===== src/rtl/rlc_pkg.sv =====
package rlc_pkg;
  typedef enum logic [1:0] {
    ST_IDLE     = 2'd0,
    ST_REQUEST  = 2'd1,
    ST_WAIT_RSP = 2'd2,
    ST_RESULT   = 2'd3
  } rlc_state_e;
endpackage


===== src/rtl/rlc_ctrl.sv =====
module rlc_ctrl
  import rlc_pkg::*;
(
  input  logic clk,
  input  logic rst_n,
  input  logic ret_valid,
  input  logic ret_ooo,
  input  logic mem_req_ready,
  input  logic mem_rsp_valid,
  input  logic differ,
  output logic capture_en,
  output logic busy,
  output logic mem_req_valid,
  output logic res_valid,
  output logic res_flush
);
  rlc_state_e state_q, state_d;
  logic       flush_q, flush_d;
  logic       flush_en;

  always_comb begin
    state_d    = state_q;
    flush_d    = flush_q;
    flush_en   = 1'b0;
    capture_en = 1'b0;
    unique case (state_q)
      ST_IDLE: begin
        if (ret_valid) begin
          capture_en = 1'b1;
          if (ret_ooo) begin
            state_d = ST_REQUEST;
          end else begin
            state_d  = ST_RESULT;
            flush_d  = 1'b0;
            flush_en = 1'b1;
          end
        end
      end
      ST_REQUEST: begin
        if (mem_req_ready) state_d = ST_WAIT_RSP;
      end
      ST_WAIT_RSP: begin
        if (mem_rsp_valid) begin
          state_d  = ST_RESULT;
          flush_d  = differ;
          flush_en = 1'b1;
        end
      end
      ST_RESULT: state_d = ST_IDLE;
      default:   state_d = ST_IDLE;
    endcase
  end

  always_ff @(posedge clk or negedge rst_n) begin
    if (!rst_n) begin
      state_q <= ST_IDLE;
      flush_q <= 1'b0;
    end else begin
      state_q <= state_d;
      if (flush_en) flush_q <= flush_d;
    end
  end

  assign busy          = (state_q != ST_IDLE);
  assign mem_req_valid = (state_q == ST_REQUEST);
  assign res_valid     = (state_q == ST_RESULT);
  assign res_flush     = res_valid & flush_q;
endmodule


===== config.mk =====
export PLATFORM = sky130hd
export DESIGN_NAME = rlc_ctrl
export DESIGN_NICKNAME = d
export VERILOG_FILES = /design/src/rtl/rlc_pkg.sv /design/src/rtl/rlc_ctrl.sv
export SDC_FILE = /design/constraint.sdc
export NUM_CORES = 1
export LEC_CHECK = 0
export BUFFER_PORTS_ARGS = -buffer_cell sky130_fd_sc_hd__clkbuf_2
export CAP_MARGIN = 15
export CORE_AREA = 2 2 39 41
export DETAILED_ROUTE_END_ITERATION = 7
export DIE_AREA = 0 0 41 43
export GPL_TIMING_DRIVEN = 1
export PLACE_DENSITY_LB_ADDON = 0.15
export SLEW_MARGIN = 30
export SYNTH_ARGS = -nofsm -noshare
export SYNTH_HDL_FRONTEND = slang
export SYNTH_SLANG_ARGS = --single-unit
export TNS_END_PERCENT = 1

===== constraint.sdc =====
create_clock -name clk -period 2.2 [get_ports clk]
set_input_delay 0.11 -clock clk [delete_from_list [all_inputs] [get_ports clk]]
set_output_delay 0.11 -clock clk [all_outputs]
set_load 0.005 [all_outputs]

## Word-level counts from Yosys, hierarchy flattened

Index checks and enable logic that the tools add are counted.

| word-level totals | value |
|---|---|
| bits in registers | 3 |
| input bits | 7 |
| output and inout bits | 5 |
| word-level logic and storage cells | 30 |

| cells by class | value |
|---|---|
| equal/unequal tests | 7 |
| multiplexer cells | 15 |
| bitwise gates (word level) | 1 |
| reductions and logical operators | 5 |

Operators by type and width:

| cell | number |
|---|---|
| $mux 1 | 8 |
| $mux 2 | 4 |
| $ne 2x2->1 const B | 4 |
| $pmux 2 s4 | 1 |
| $reduce_and 5->1 | 1 |
| $eq 2x2->1 const B | 2 |
| $pmux 1 s2 | 2 |
| $reduce_bool 2->1 | 2 |
| $reduce_and 3->1 | 1 |
| $eq 2x1->1 const B | 1 |
| $logic_not 2->1 | 1 |
| $and 1x1->1 | 1 |

## Longest topological paths before layout

Gate-level depths: netlist of run 1.

| depth | value |
|---|---|
| word-level depth | 4 |
| gate-level depth with buffers | 5 |
| depth with buffers taken out | 5 |

## Worst setup path before layout of run 1

No wires, ideal clock.

| timing path | value |
|---|---|
| path type | reg-to-reg |
| start point | reg state_q[0] |
| end point | reg state_q[0] |
| setup time | 0.079 ns |
| arrival | 1.313 ns |
| required time | 2.121 ns |
| path slack | 0.808 ns |
| stages on the path, launching flop included | 5 |
| path buffers | 0 |
| period minus slack after synthesis | 1.392 ns |
| cell sequence | dfrtp_1 inv_1 ha_1 a222oi_1 mux2i_1 |

| on the way | value |
|---|---|
| cells in the longest elaborated chain, start to end | 3 |
| elaborated cells between the ends (all ways) | 9 |
| those cells by class | eq/ne (6); mux (1); reduce/logical (2) |

Ends and longest elaborated chain:

| item | RTL line | RTL |
|---|---|---|
| from (decl) | rlc_ctrl.sv:17 | `rlc_state_e state_q, state_d;` |
| from (signal assigned) | rlc_ctrl.sv:59 | `state_q <= state_d;` |
| $eq 2x1->1, or another cell as far along | rlc_ctrl.sv:26 | `unique case (state_q)` |
| $ne 2x2->1 (no line) | - |  |
| $reduce_and 3->1 (no line) | - |  |

Several ways; a longest one is shown, not always the timed one.
A chain may end at the register's enable or synchronous reset.

## Final worst setup path of run 1

| timing path | value |
|---|---|
| start point | reg state_q[0] |
| end point | reg state_q[1] |

Same word-level chain as after synthesis.

==> metrics, run 1 <==
vias in the first global route=246; Hold Path Class=in -> async; Crit path arrival time=1.71 ns; Max stage delay cell, worst path=a222oi_1; CTS Buf Count=3; I/O pin count=12; Root Driver=clkbuf_4; Setup Skew=0.00314 ns; Initial Util=18.8%; max incr delay on CP=0.51 ns; Crit Path Max Fanout=4; DP HPWL=475 um; Sink Count=3; Final ANT Viol Nets=0; syn avg cell area=9.29 um^2; worst rel slew slack=66.3%; status=finished clean; Critical path buffers and inverters=1; initial detailed-routing violation count=4; antenna cells=0; RSZ-0062 raised after global routing=no; Synth area leader=dfrtp_1; via/cell ratio=3.98; Top delay family on crit path=compound AO/OA/AOI/OAI gates; CTS resizes=0; YS warnings=0; max-slew violation count=0; Post-Syn Area=260 um^2; top-area cell type share of the netlist area=28.8%; commonest cells after routing, fill and taps aside=clkbuf_2 (11), inv_1 (5), ha_1 (5); initial antenna violation count=0; Crit. path cell count=4; worst-path cell chain=inv_1, ha_1, a222oi_1, mux2i_1; vias=239; CTS tree=yes; GP Congestion=0.707; core area=1380 um^2; Clock transition at path regs=0.04 ns; Layout fillers=146; Setup crit start=state_q[0]; die area=1760 um^2; grt ovf=0; final hold vios=0; Static Leakage=0.206 nW; Chip Height=43 um; num rows=14; Setup-failing EPs final=0; Critical Path End Type=flip-flop; DIE WIDTH=41 um; simple-gate portion of the synthesized area=14.9%; min cycle time layout=1.57 ns; dpl cell area=335 um^2; final setup TNS=0 ns; flop-to-flop setup slack=0.63 ns; Compound-Gate Fraction of Synth Area=12.0%; worst vdd ir=0.409 mV; Final Non-Filler Cells=60; R2R cell count=4; Worst-Margin Slew=0.506 ns; fmax=639 MHz; IO Port Bufs=11; placed cells=55; Worst Path Class, Setup=reg -> reg; DR WL/cell=9.17 um; largest family of logic cells by synthesized area=adder cells; Max-cap violations=0; H-tree depth=1; DRC Markers=0; first-pass GRT wire length=883 um; share of cells above drive strength 1=31.8%; clk_lat worst skew=0.23 ns; Synth area leaders=dfrtp_1 (29%), ha_1 (24%), mux2i_1 (12%); reg2reg start=state_q[0]; Tcrit/Tclk final=71.2%; crit start category=flip-flop; post-synthesis mux area share=11.5%; r2r endpoint=state_q[1]; Tot GR Track Use=8.25%; DRT Wirelength=550 um; #FFs+latches synth=3; power density cells=1260 nW/um^2; largest net degree at the start of global routing=7; Mapped Cells=28; Post-Synth Adder-Cell Area=24.0%; Netlist cell types=15; Clock Tree Buf Depth=2; Net count, final=57; WP data required=2.34 ns; syn_nets=40; Area Growth Syn to Fin=42.8%; most common cell after layout, fill and taps aside=clkbuf_2; Critical path destination=state_q[1]; drt pass-1 iters=4; sequential share of the synthesized area=28.8%; post-synthesis xor/xnor area fraction=0%; post-layout instance area=372 um^2
-- worst min-delay path by stage --
| stage | start | endpoint | slack (ns) | cells past startpoint |
|---|---|---|---|---|
| after floorplan | rst_n | flush_q | -0.19 | 0 |
| after global placement | rst_n | state_q[1] | -0.09 | 1 |
| after detailed placement | rst_n | state_q[1] | -0.09 | 1 |
| after CTS | rst_n | state_q[1] | 0.20 | 2 |
| after global routing | rst_n | flush_q | 0.21 | 2 |
| final | rst_n | flush_q | 0.21 | 2 |
-- metrics by stage --
step                power (mW)  hold slack (ns)  worst slack, ns  utilization, %
floorplan                0.293           -0.186            0.808               -
global placement         0.383          -0.0860            0.697            24.2
detailed placement       0.383          -0.0899            0.617            24.2
CTS                      0.485            0.203            0.614            26.9
global route             0.526            0.211            0.468            26.9
finish                   0.470            0.210            0.635            26.9
-- power by group --
part / switching (mW) / total [mW] / internal, mW
registers: 0.0247 / 0.111 / 0.0858
clock network: 0.0271 / 0.0950 / 0.0679
logic: 0.136 / 0.265 / 0.128
total: 0.188 / 0.470 / 0.282
-- layout make-up --
class	instances	area [um^2]	area share, %
clock buffers	4	26.3	7.07
inverters	6	22.5	6.06
multi-input cells	19	163	43.8
flip-flops and latches	3	75.1	20.2
well taps	16	20.0	5.39
repair buffers	12	65.1	17.5
-- logic make-up (layout without fill, tap and decap cells) --
family                     count (synthesis)  in the layout
and+or+nand+nor                            7              7
AOI/OAI and AO/OA                          4              4
muxes                                      3              3
DFF                                        3              3
buffers and inverters                      6             22
adders and majority gates                  5              5
-- synth_stat cells --
cell	instances
and2_1	1
clkinv_1	1
a222oi_1	1
a31oi_1	1
a32o_1	1
nand3_1	1
nor2b_1	1
a21oi_1	1
nand3b_1	1
inv_1	5
ha_1	5
nand2b_1	1
dfrtp_1	3
nor2_1	2
mux2i_1	3
-- worst register-to-register path: cells and delay by family (launching register included) --
family | cells | cell delay (ns)
buffers and inverters | 1 | 0.10
flip-flops | 1 | 0.36
adder cells (fa/ha/maj) | 1 | 0.24
multiplexers | 1 | 0.27
AO/OA/AOI/OAI | 1 | 0.51
-- metal layers --
| layer | wire (um) | vias up | GRT usage [%] |
|---|---|---|---|
| li1 | - | 127 | - |
| met1 | 189 | 110 | 5.83 |
| met2 | 343 | 2 | 13.4 |
| met3 | 17 | 0 | 3.14 |
| met4 | 0 | 0 | 10.0 |
| met5 | 0 | - | 0 |
-- registers in the layout, summed over array words and instances (netlist names) --
signal and cells:
flush_q 1, state_q 2
-- repair_timing --
item	CTS	global route
endpoints found under the hold margin	3	0
setup buffers	0	0
hold buffers	1	0
Note: power is estimated with default switching activity, not from simulation.
==> run 2, diff against run 1 <==
- ABC_AREA: default -> 1
- clock period: 2.2 -> 1.3 ns (I/O delays scaled with it)
==> run 2 against run 1 <==
Clock skew is 0.00095 ns lower. Critical path depth grew 1. Hold slack got worse by 0.057 ns. Sequential power grew 57%. Count of clock-buffer cells in the layout did not move. Clock power grew 76%. Total power grew 130%. Synthesized area is 5.3% higher. Sequential share of layout area decreased by 3.9 points. First-iteration DRC count stayed put. Design area grew 24%. Sequential cell count is the same. Critical endpoint is now res_flush. Largest power group unchanged.
==> metrics, run 2 <==
Synth area leaders=dfrtp_1 (27%), ha_1 (23%), nand2_1 (16%); max reg flops=2; DIE WIDTH=41 um; core area=1380 um^2; top-count cell post-synth=nand2_1; worst rel slew slack=91.4%; commonest cells after routing, fill and taps aside=nand2_1 (12), clkbuf_2 (11), inv_1 (7), buf_4 (4); RSZ-0062 raised after global routing=no; top cells by count, synth=nand2_1 (12), inv_1 (10), ha_1 (5), nor2_1 (4), dfrtp_1 (3); Initial Util=19.8%; first-pass GRT wire length=869 um; area occupied by multi-input gates=205 um^2; Tot GR Track Use=7.84%; DRC Markers=0; max incr delay on CP=0.40 ns; drt pass-1 iters=2; worst vdd ir=0.683 mV; IO Port Bufs=11; clk_lat worst skew=0.23 ns; final hold vios=0; Worst-Margin Slew=0.129 ns; Area Growth Syn to Fin=67.6%; Switching Fraction=43.5%; I/O pin count=12; largest net degree at the start of global routing=7; Max-cap violations=0; Crit Path Max Fanout=3; Netlist cell types=11; Final ANT Viol Nets=0; Net count, final=74; crit start category=flip-flop; die area=1760 um^2; fmax=817 MHz; GP Congestion=0.654; sequential share of the synthesized area=27.4%; Synth area leader=dfrtp_1; Mapped Cells=41; antenna cells=0; combinational share of power=68.0%; CTS tree=yes; power density cells=2320 nW/um^2; Crit path arrival time=1.16 ns; Root Driver=clkbuf_4; initial antenna violation count=0; max-slew violation count=0; Clock Power Share=15.7%; vias=290; Clock Tree Buf Depth=2; top-area cell type share of the netlist area=27.4%; Tcrit/Tclk final=94.1%; Chip Height=43 um; via/cell ratio=3.77; vias in the first global route=223; Setup Skew=0.00219 ns; Largest regs=state_q (2), flush_q (1); Worst Path Class, Setup=reg -> out; Sink Count=3; most common cell after layout, fill and taps aside=nand2_1; num rows=14; post-CTS setup buffer count=0; Power Total=1.07 mW; syn avg cell area=6.68 um^2; sequential share of power=16.3%; ys flop type=dfrtp_1; Critical Path End Type=output pin; initial detailed-routing violation count=4; syn_nets=53; EDFF count, synth=0; min cycle time layout=1.22 ns; CTS Buf Count=3; Critical path buffers and inverters=3; Largest Register=state_q; Post-Syn Area=274 um^2; status=finished clean; DP HPWL=507 um; Cell Int Power=603 uW; Reg area=75.1 um^2; Hold Path Class=in -> reg; Clock transition at path regs=0.04 ns; DR WL/cell=8.05 um; YS warnings=0; Top delay family on crit path=flip-flops; H-tree depth=1; DRT Wirelength=620 um; Static Leakage=0.272 nW; #FFs+latches synth=3; Setup-failing EPs final=0; final setup TNS=0 ns; post-synthesis async set-or-reset flop share=100%; Max stage delay cell, worst path=dfrtp_1; grt ovf=0; Layout fillers=162; worst-path cell chain=buf_4, ha_1, nand2_1, inv_1, clkbuf_2; Psw=463 uW; share of cells above drive strength 1=45.9%; WP data required=1.24 ns
[run 2: power by group through the flow]
stage,registers (mW),clock network (mW),logic [mW]
6_report,0.174,0.167,0.725
5_1_grt,0.183,0.184,0.828
4_1_cts,0.168,0.175,0.607
3_5_place_dp,0.169,0,0.600
3_3_place_gp,0.170,0,0.606
2_1_floorplan,0.174,0,0.355
[run 2: routing by layer]
layer	vias to the layer above	track usage, %	routed length (um)
li1	163	-	-
met2	10	9.38	275
met3	0	6.28	42
met5	-	0	0
met1	117	10.6	302
met4	0	2.00	0
[run 2: area by class of cell]
type	instances	area share, %
multi-input cells	28	44.7
clock buffers	4	5.72
flip-flops and latches	3	16.3
repair buffers	16	20.7
well taps	16	4.36
inverters	10	8.17
[run 2: cells by family after synthesis]
group	count (synthesis)	share of synthesized area, %
flops	3	27.4
simple gates	20	30.6
compound gates	3	5.48
buf+inv	10	13.7
fa+ha+maj	5	22.8
[run 2: what timing repair did]
item | CTS | global route
hold buffers | 1 | 0
hold endpoints to repair | 3 | 0
resized for setup | 0 | 13
setup endpoints to repair | 0 | 5
[run 2: path summary, 6_finish.rpt]
check                           startpoint    endpoint  slack, ns  cells past startpoint
worst max-delay path            state_q[1]   res_flush       0.08                      5
max in group asynchronous            rst_n  state_q[1]       1.02                      2
worst max register to register  state_q[1]  state_q[1]       0.13                      8
worst min register to register     flush_q     flush_q       0.47                      2
worst min-delay path                differ     flush_q       0.15                      5
min in group asynchronous            rst_n     flush_q       0.17                      2
[run 2: tightest hold or removal path: stages]
cell	delay [ns]
clkbuf_2	0.08
nand2_1	0.05
inv_1	0.03
nand3_1	0.07
nand2_1	0.05
[run 2: through the flow]
step / setup WS, ns / cells / util [%] / hold slack, ns / instance area [um^2]
6_report: 0.0766 / 77 / 33.2 / 0.153 / 459
5_1_grt: 0.00972 / 77 / 33.2 / 0.168 / 459
4_1_cts: 0.0352 / 77 / 30.0 / 0.154 / 415
3_5_place_dp: 0.0502 / 72 / 27.4 / -0.133 / 379
3_3_place_gp: 0.0477 / 72 / 27.4 / -0.133 / 379
2_1_floorplan: 0.143 / 41 / - / -0.231 / 274
